### config.mk
export PLATFORM = sky130hd
export DESIGN_NAME = gdt_gate_seq
export DESIGN_NICKNAME = d
export VERILOG_FILES = /design/src/rtl/gdt_pkg.sv /design/src/rtl/gdt_sat_cnt.sv /design/src/rtl/gdt_drive_mode.sv /design/src/rtl/gdt_zc_qual.sv /design/src/rtl/gdt_gate_seq.sv
export SDC_FILE = /design/constraint.sdc
export NUM_CORES = 1
export LEC_CHECK = 0
export BUFFER_PORTS_ARGS = -buffer_cell sky130_fd_sc_hd__buf_2
export CAP_MARGIN = 20
export CELL_PAD_IN_SITES_DETAIL_PLACEMENT = 0
export CELL_PAD_IN_SITES_GLOBAL_PLACEMENT = 2
export CORE_MARGIN = 2
export CORE_UTILIZATION = 33
export CTS_CLUSTER_SIZE = 24
export DETAILED_ROUTE_END_ITERATION = 10
export PLACE_DENSITY_LB_ADDON = 0.1
export SLEW_MARGIN = 20
export SYNTH_ARGS = -nofsm -noshare
export SYNTH_HDL_FRONTEND = slang
export SYNTH_SLANG_ARGS = --single-unit
### constraint.sdc
create_clock -name clk_i -period 2 [get_ports clk_i]
set_input_delay 0.4 -clock clk_i [delete_from_list [all_inputs] [get_ports clk_i]]
set_output_delay 0.4 -clock clk_i [all_outputs]
set_load 0.02 [all_outputs]
### src/rtl/gdt_pkg.sv
package gdt_pkg;
  typedef enum logic [2:0] {
    S_OFF = 3'd0,
    S_HS  = 3'd1,
    S_HL  = 3'd2,
    S_LS  = 3'd3,
    S_LH  = 3'd4,
    S_CUT = 3'd5
  } gdt_state_e;

  function automatic int unsigned max3(int unsigned a, int unsigned b, int unsigned c);
    int unsigned m;
    m = (a > b) ? a : b;
    return (m > c) ? m : c;
  endfunction
endpackage

### src/rtl/gdt_sat_cnt.sv
module gdt_sat_cnt #(
  parameter int unsigned W = 3
) (
  input  logic         clk_i,
  input  logic         rst_ni,
  input  logic         clr_i,
  output logic [W-1:0] cnt_o
);
  localparam logic [W-1:0] CNT_MAX = '1;

  logic [W-1:0] cnt_q;

  always_ff @(posedge clk_i or negedge rst_ni) begin
    if (!rst_ni)              cnt_q <= '0;
    else if (clr_i)           cnt_q <= '0;
    else if (cnt_q != CNT_MAX) cnt_q <= cnt_q + 1'b1;
  end

  assign cnt_o = cnt_q;
endmodule

### src/rtl/gdt_drive_mode.sv
module gdt_drive_mode (
  input  logic clk_i,
  input  logic rst_ni,
  input  logic neg_cur_i,
  output logic neg_q_o,
  output logic ls_strong_o
);
  logic neg_q;

  always_ff @(posedge clk_i or negedge rst_ni) begin
    if (!rst_ni) neg_q <= 1'b0;
    else         neg_q <= neg_cur_i;
  end

  assign neg_q_o     = neg_q;
  assign ls_strong_o = ~neg_q;

  a_r5_weak_follows_neg: assert property (@(posedge clk_i) disable iff (!rst_ni)
    $rose(neg_cur_i) |=> !ls_strong_o);
endmodule

### src/rtl/gdt_zc_qual.sv
module gdt_zc_qual (
  input  logic clk_i,
  input  logic rst_ni,
  input  logic ls_now_i,
  input  logic ls_next_i,
  input  logic zcd_mode_n_i,
  input  logic zc_trip_i,
  output logic zc_en_o,
  output logic cut_o
);
  logic zc_en_q;

  // comparator armed only once the low side has been on a full cycle
  always_ff @(posedge clk_i or negedge rst_ni) begin
    if (!rst_ni) zc_en_q <= 1'b0;
    else         zc_en_q <= ls_now_i & ls_next_i;
  end

  assign zc_en_o = zc_en_q;
  assign cut_o   = zc_en_q & ~zcd_mode_n_i & zc_trip_i;

  a_r7_zc_needs_ls: assert property (@(posedge clk_i) disable iff (!rst_ni)
    zc_en_o |-> (ls_now_i && $past(ls_now_i)));
endmodule

### src/rtl/gdt_gate_seq.sv
module gdt_gate_seq
  import gdt_pkg::*;
#(
  parameter int unsigned DT_HL    = 2,
  parameter int unsigned DT_MIN   = 2,
  parameter int unsigned DT_ADAPT = 2,
  parameter int unsigned DT_CCM2  = 6
) (
  input  logic clk_i,
  input  logic rst_ni,
  input  logic hs_req_i,
  input  logic ls_req_i,
  input  logic zcd_mode_n_i,
  input  logic zc_trip_i,
  input  logic gl_low_i,
  input  logic neg_cur_i,
  input  logic adaptive_i,
  output logic hs_gate_o,
  output logic ls_gate_o,
  output logic ls_strong_o,
  output logic zc_en_o
);
  localparam int unsigned DT_MAX = max3(DT_HL, DT_MIN, DT_CCM2);
  localparam int unsigned CW     = $clog2(DT_MAX + 1);
  localparam int unsigned ACW    = $clog2(DT_ADAPT + 1);
  localparam logic [CW-1:0]  HL_LAST   = CW'(DT_HL - 1);
  localparam logic [CW-1:0]  MIN_LAST  = CW'(DT_MIN - 1);
  localparam logic [CW-1:0]  CCM2_LAST = CW'(DT_CCM2 - 1);
  localparam logic [ACW-1:0] AD_LAST   = ACW'(DT_ADAPT - 1);

  gdt_state_e state_q, state_d;
  logic [CW-1:0]  cnt;
  logic [ACW-1:0] acnt;
  logic gl_seen_q, gl_seen_d;
  logic lh_long_q;
  logic neg_q, cut;
  logic hl_done, lh_fixed_ok, lh_adapt_ok;

  gdt_sat_cnt #(.W(CW)) u_dt_cnt (
    .clk_i (clk_i),
    .rst_ni(rst_ni),
    .clr_i (state_d != state_q),
    .cnt_o (cnt)
  );

  gdt_sat_cnt #(.W(ACW)) u_adapt_cnt (
    .clk_i (clk_i),
    .rst_ni(rst_ni),
    .clr_i (!((state_q == S_LH) && gl_seen_q)),
    .cnt_o (acnt)
  );

  gdt_drive_mode u_mode (
    .clk_i      (clk_i),
    .rst_ni     (rst_ni),
    .neg_cur_i  (neg_cur_i),
    .neg_q_o    (neg_q),
    .ls_strong_o(ls_strong_o)
  );

  gdt_zc_qual u_zc (
    .clk_i       (clk_i),
    .rst_ni      (rst_ni),
    .ls_now_i    (state_q == S_LS),
    .ls_next_i   (state_d == S_LS),
    .zcd_mode_n_i(zcd_mode_n_i),
    .zc_trip_i   (zc_trip_i),
    .zc_en_o     (zc_en_o),
    .cut_o       (cut)
  );

  assign hl_done     = cnt >= HL_LAST;
  assign lh_fixed_ok = lh_long_q ? (cnt >= CCM2_LAST) : (cnt >= MIN_LAST);
  assign lh_adapt_ok = lh_long_q || !adaptive_i || (gl_seen_q && (acnt >= AD_LAST));

  always_comb begin
    state_d = state_q;
    unique case (state_q)
      S_OFF: begin
        if (hs_req_i)      state_d = S_LH;
        else if (ls_req_i) state_d = S_HL;
      end
      S_HS: if (!hs_req_i) state_d = S_HL;
      S_HL: begin
        if (hl_done) begin
          if (ls_req_i)      state_d = S_LS;
          else if (hs_req_i) state_d = S_HS;
          else               state_d = S_OFF;
        end
      end
      S_LS: begin
        if (hs_req_i)       state_d = S_LH;
        else if (!ls_req_i) state_d = S_OFF;
        else if (cut)       state_d = S_CUT;
      end
      S_LH: begin
        if (!hs_req_i)                        state_d = ls_req_i ? S_LS : S_OFF;
        else if (lh_fixed_ok && lh_adapt_ok)  state_d = S_HS;
      end
      S_CUT: if (hs_req_i) state_d = S_LH;
      default: state_d = S_OFF;
    endcase
  end

  assign gl_seen_d = (state_q == S_LH) && (state_d == S_LH) && (gl_seen_q || gl_low_i);

  always_ff @(posedge clk_i or negedge rst_ni) begin
    if (!rst_ni) begin
      state_q   <= S_OFF;
      gl_seen_q <= 1'b0;
      lh_long_q <= 1'b0;
    end else begin
      state_q   <= state_d;
      gl_seen_q <= gl_seen_d;
      if (state_d == S_LH && state_q != S_LH) lh_long_q <= neg_q;
    end
  end

  assign hs_gate_o = (state_q == S_HS);
  assign ls_gate_o = (state_q == S_LS);

  // dead-time observers for the assertions below
  localparam logic [CW-1:0] OBS_MAX = '1;
  logic [CW-1:0] hs_low_cnt, ls_low_cnt;

  always_ff @(posedge clk_i or negedge rst_ni) begin
    if (!rst_ni) begin
      hs_low_cnt <= OBS_MAX;
      ls_low_cnt <= OBS_MAX;
    end else begin
      hs_low_cnt <= hs_gate_o ? '0 : ((hs_low_cnt == OBS_MAX) ? OBS_MAX : hs_low_cnt + 1'b1);
      ls_low_cnt <= ls_gate_o ? '0 : ((ls_low_cnt == OBS_MAX) ? OBS_MAX : ls_low_cnt + 1'b1);
    end
  end

  a_r1_no_overlap: assert property (@(posedge clk_i) disable iff (!rst_ni)
    !(hs_gate_o && ls_gate_o));

  a_r2_hl_gap: assert property (@(posedge clk_i) disable iff (!rst_ni)
    $rose(ls_gate_o) |-> (hs_low_cnt >= CW'(DT_HL)));

  a_r3_lh_min_gap: assert property (@(posedge clk_i) disable iff (!rst_ni)
    $rose(hs_gate_o) |-> (ls_low_cnt >= CW'(DT_MIN)));

  a_r6_ccm2_gap: assert property (@(posedge clk_i) disable iff (!rst_ni)
    ($rose(hs_gate_o) && lh_long_q) |-> (ls_low_cnt >= CW'(DT_CCM2)));

  a_r9_cut_hold: assert property (@(posedge clk_i) disable iff (!rst_ni)
    (state_q == S_CUT && !hs_req_i) |=> !ls_gate_o);
endmodule

==> impl_metrics.csv <==
group,metric,value,unit
cells_and_area,nNetsFinal,134,
detailed_routing,drc,0,
detailed_routing,detail-route-antenna-nets,0,
cts,clk_pin_slew,0.07,ns
setup_path,rr_startpoint,"u_dt_cnt.cnt_o[1]",
cts,cts-root-buf,"clkbuf_4",
power_and_ir_drop,ir_drop,0.000557,V
cts,cts_tree,"built",
detailed_routing,avgRoutedWirePerCell,12.7,µm
cts,ctsResizeCount,0,
grt,grt_pass1_vias,793,
timing,min_period,1.85,ns
cts,cts_hold_buffers,1,
timing,worst_pin_slew,0.429,ns
floorplan,fp.dieArea,3110,µm²
hold_path,hold_path_class,"primary input to flip-flop",
cells_and_area,areaGrowthSynthToFinish,18.0,%
yosys,synth_top_family_by_area,"simple AND/OR/NAND/NOR gates",
setup_path,critPathSlowestCell,"dfrtp_1",
grt,grt_pass1_wl,3.35,mm
timing,skew,0.00330,ns
floorplan,core_area,2500,µm²
placed_design,hpwl,1.49,mm
yosys,yosys_warnings,0,
power_and_ir_drop,switchingPower,0.544,mW
yosys,yosysTopAreaCellShare,34.0,%
setup_path,worst-setup-path-type,"flip-flop to primary output",
yosys,syn-num-nets,114,
cells_and_area,utilization,41.7,%
timing,setup_viol,0,
outcome,outcome,"completed",
setup_path,crit_arrival,1.45,ns
timing,rsz0062_at_grt,"no",
setup_path,critPathLaunchType,"flip-flop",
placed_design,io_buffers,12,
power_and_ir_drop,clockPowerShare,14.4,%
power_and_ir_drop,p_sw_share,42.0,%
yosys,synth_area,883,µm²
power_and_ir_drop,internal_power,0.750,mW
setup_path,path_buf_inv,1,
grt,grt_usage,13.6,%
power_and_ir_drop,seqPwrFrac,29.6,%
yosys,synthCells,100,
detailed_routing,vias,775,
timing,relSlewSlack,71.4,%
detailed_routing,detail_route.first_pass.iterations,4,
setup_path,end_kind,"primary output",
yosys,ys_types,37,
yosys,ys_seq_area_share,34.0,%
cts,cts.sinks,12,
power_and_ir_drop,p_per_area,1240,nW/µm²
setup_path,cp_max_fo,7,
placed_design,dp_slack,0.199,ns
yosys,yosysTopAreaCell,"dfrtp_1",
setup_path,cp.required,1.60,ns
timing,hold_violations,0,
setup_path,crit_start,"state_q[1]",
job,maxCapViolCount,0,
yosys,netlist_top_cells_area,"dfrtp_1, ha_1, o21ai_0",
yosys,synthSimpleGateAreaFrac,26.5,%
yosys,avgSynthCellArea,8.83,µm²
yosys,synthMuxAreaShare,3.54,%
floorplan,initial_utilization,35.3,%
setup_path,critPathTopFamily,"simple AND/OR/NAND/NOR gates",
cells_and_area,drive_gt1_share,24.4,%
floorplan,std_cell_rows,18,
grt,antenna_found_initial,0,
grt,gr-total-overflow,0,
timing,fin_tns_setup,0,ns
setup_path,worstPathCellList,"nor2b_1 > and2_1 > buf_2",
detailed_routing,routed_wirelength,1.90,mm
cts,cts_buffers,3,
detailed_routing,viasPerCell,5.20,
floorplan,fp.dieW,55.7,µm
timing,finalMaxSlewViolations,0,
floorplan,die_h,55.7,µm
setup_path,crit_path_max_incr_delay,0.47,ns
timing,period_share,92.5,%
placed_design,gp_congestion,0.738,
yosys,synthAdderAreaFrac,7.08,%
floorplan,pin_count,13,
cells_and_area,diodes,0,
yosys,synth_compound_area_share,20.1,%
timing,worst_slack,0.149,ns
yosys,synthXorXnorAreaFrac,1.98,%
grt,grt_max_degree,16,
power_and_ir_drop,p_leak,0.484,nW
yosys,async_flop_share,100,%
yosys,synth_edf_count,0,
cts,post-cts-setup-buffers,0,
cts,clock_latency,0.27,ns
detailed_routing,dr.first_iter.drc_count,14,
power_and_ir_drop,power_frac_comb,56.0,%
timing,max_freq,0.540,GHz
cts,h-tree-depth,1,
hold_path,worstHoldStart,"neg_cur_i",
yosys,synthFlopType,"dfrtp_1",
yosys,yosys_register_bits,12,
cts,cts_buffer_depth,2,
## power by group through the flow
| stage | registers, mW | logic (mW) | clock network [mW] |
|---|---|---|---|
| 2_1_floorplan | 0.368 | 0.554 | 0 |
| 3_3_place_gp | 0.390 | 0.738 | 0 |
| 3_5_place_dp | 0.387 | 0.727 | 0 |
| 4_1_cts | 0.382 | 0.732 | 0.196 |
| 5_1_grt | 0.400 | 0.809 | 0.212 |
| 6_report | 0.383 | 0.725 | 0.186 |
## state kept, by name, indices dropped and copies added, names as in the netlist
signal / count
gl_seen_q: 1
lh_long_q: 1
state_q: 3
u_adapt_cnt.cnt_o: 2
u_dt_cnt.cnt_o: 3
u_mode.neg_q_o: 1
u_zc.zc_en_o: 1
## metal layers
layer / share of wire [%] / global-route usage [%]
met1: 44 / 15.9
met2: 51 / 23.6
met3: 4.6 / 4.65
met4: 0 / 3.48
met5: 0 / 0
## cell families (layout without fill, tap and decap cells)
| logic type | Yosys count | in the layout |
|---|---|---|
| and+or+nand+nor | 39 | 39 |
| AOI/OAI and AO/OA | 27 | 27 |
| DFF | 12 | 12 |
| buffers and inverters | 12 | 31 |
| adders and majority gates | 5 | 5 |
| muxes | 3 | 3 |
| xor gates and xnor gates | 2 | 2 |
## worst reg2reg max path, delay by kind of cell (launching register included)
| kind | cells | cell delay [ns] |
|---|---|---|
| flops | 1 | 0.38 |
| buf+inv | 1 | 0.16 |
| mux | 1 | 0.29 |
| compound gates | 2 | 0.41 |
| simple gates | 2 | 0.42 |
## cells in the mapped netlist, types with 2 or more instances
cell type and number:
dfrtp_1 12, nor2_1 10, inv_1 8, o21ai_0 8
nor3_1 7, a21oi_1 6, ha_1 5, buf_4 4
nand2_1 3, nand2b_1 3, nand3_1 3, a31oi_1 2
and2b_2 2, mux2i_1 2, nand3b_1 2, xor2_1 2
## per-stage QoR
stage                     instances  instance area [µm²]  total power [mW]  hold WS, ns
after floorplan                 100                  883             0.922        0.104
after global placement          144                  996              1.13        0.295
after detailed placement        144                  996              1.11        0.294
after CTS                       149                 1040              1.31        0.221
after global routing            149                 1040              1.42        0.209
final                           149                 1040              1.29        0.236
## cells in the final DEF (no fill, tap or decap), types with 2 or more instances in the layout
cell / instances
dfrtp_1: 12
buf_2: 12
nor2_1: 10
inv_1: 8
o21ai_0: 8
nor3_1: 7
a21oi_1: 6
buf_4: 6
ha_1: 5
nand2b_1: 3
nand2_1: 3
nand3_1: 3
clkbuf_4: 3
nand3b_1: 2
a31oi_1: 2
and2b_2: 2
xor2_1: 2
mux2i_1: 2
## layout make-up
| type | count | area, µm² |
|---|---|---|
| sequential | 12 | 300 |
| inverter | 8 | 30.0 |
| tap | 30 | 37.5 |
| fill | 253 | 1460 |
| timing repair buffer | 19 | 115 |
| multi-input combinational | 76 | 523 |
| clock buffer | 4 | 36.3 |
## path summary, 6_finish.rpt
| path | cells after the start | to | slack, ns |
|---|---|---|---|
| max | 3 | ls_gate_o | 0.15 |
| max in group asynchronous | 2 | u_dt_cnt.cnt_o[0] | 1.24 |
| max reg2reg | 6 | lh_long_q | 0.22 |
| min | 1 | u_mode.neg_q_o | 0.24 |
| min reg2reg | 1 | lh_long_q | 0.51 |
| min in group asynchronous | 2 | gl_seen_q | 0.55 |
(Power assumes the default switching activity.)
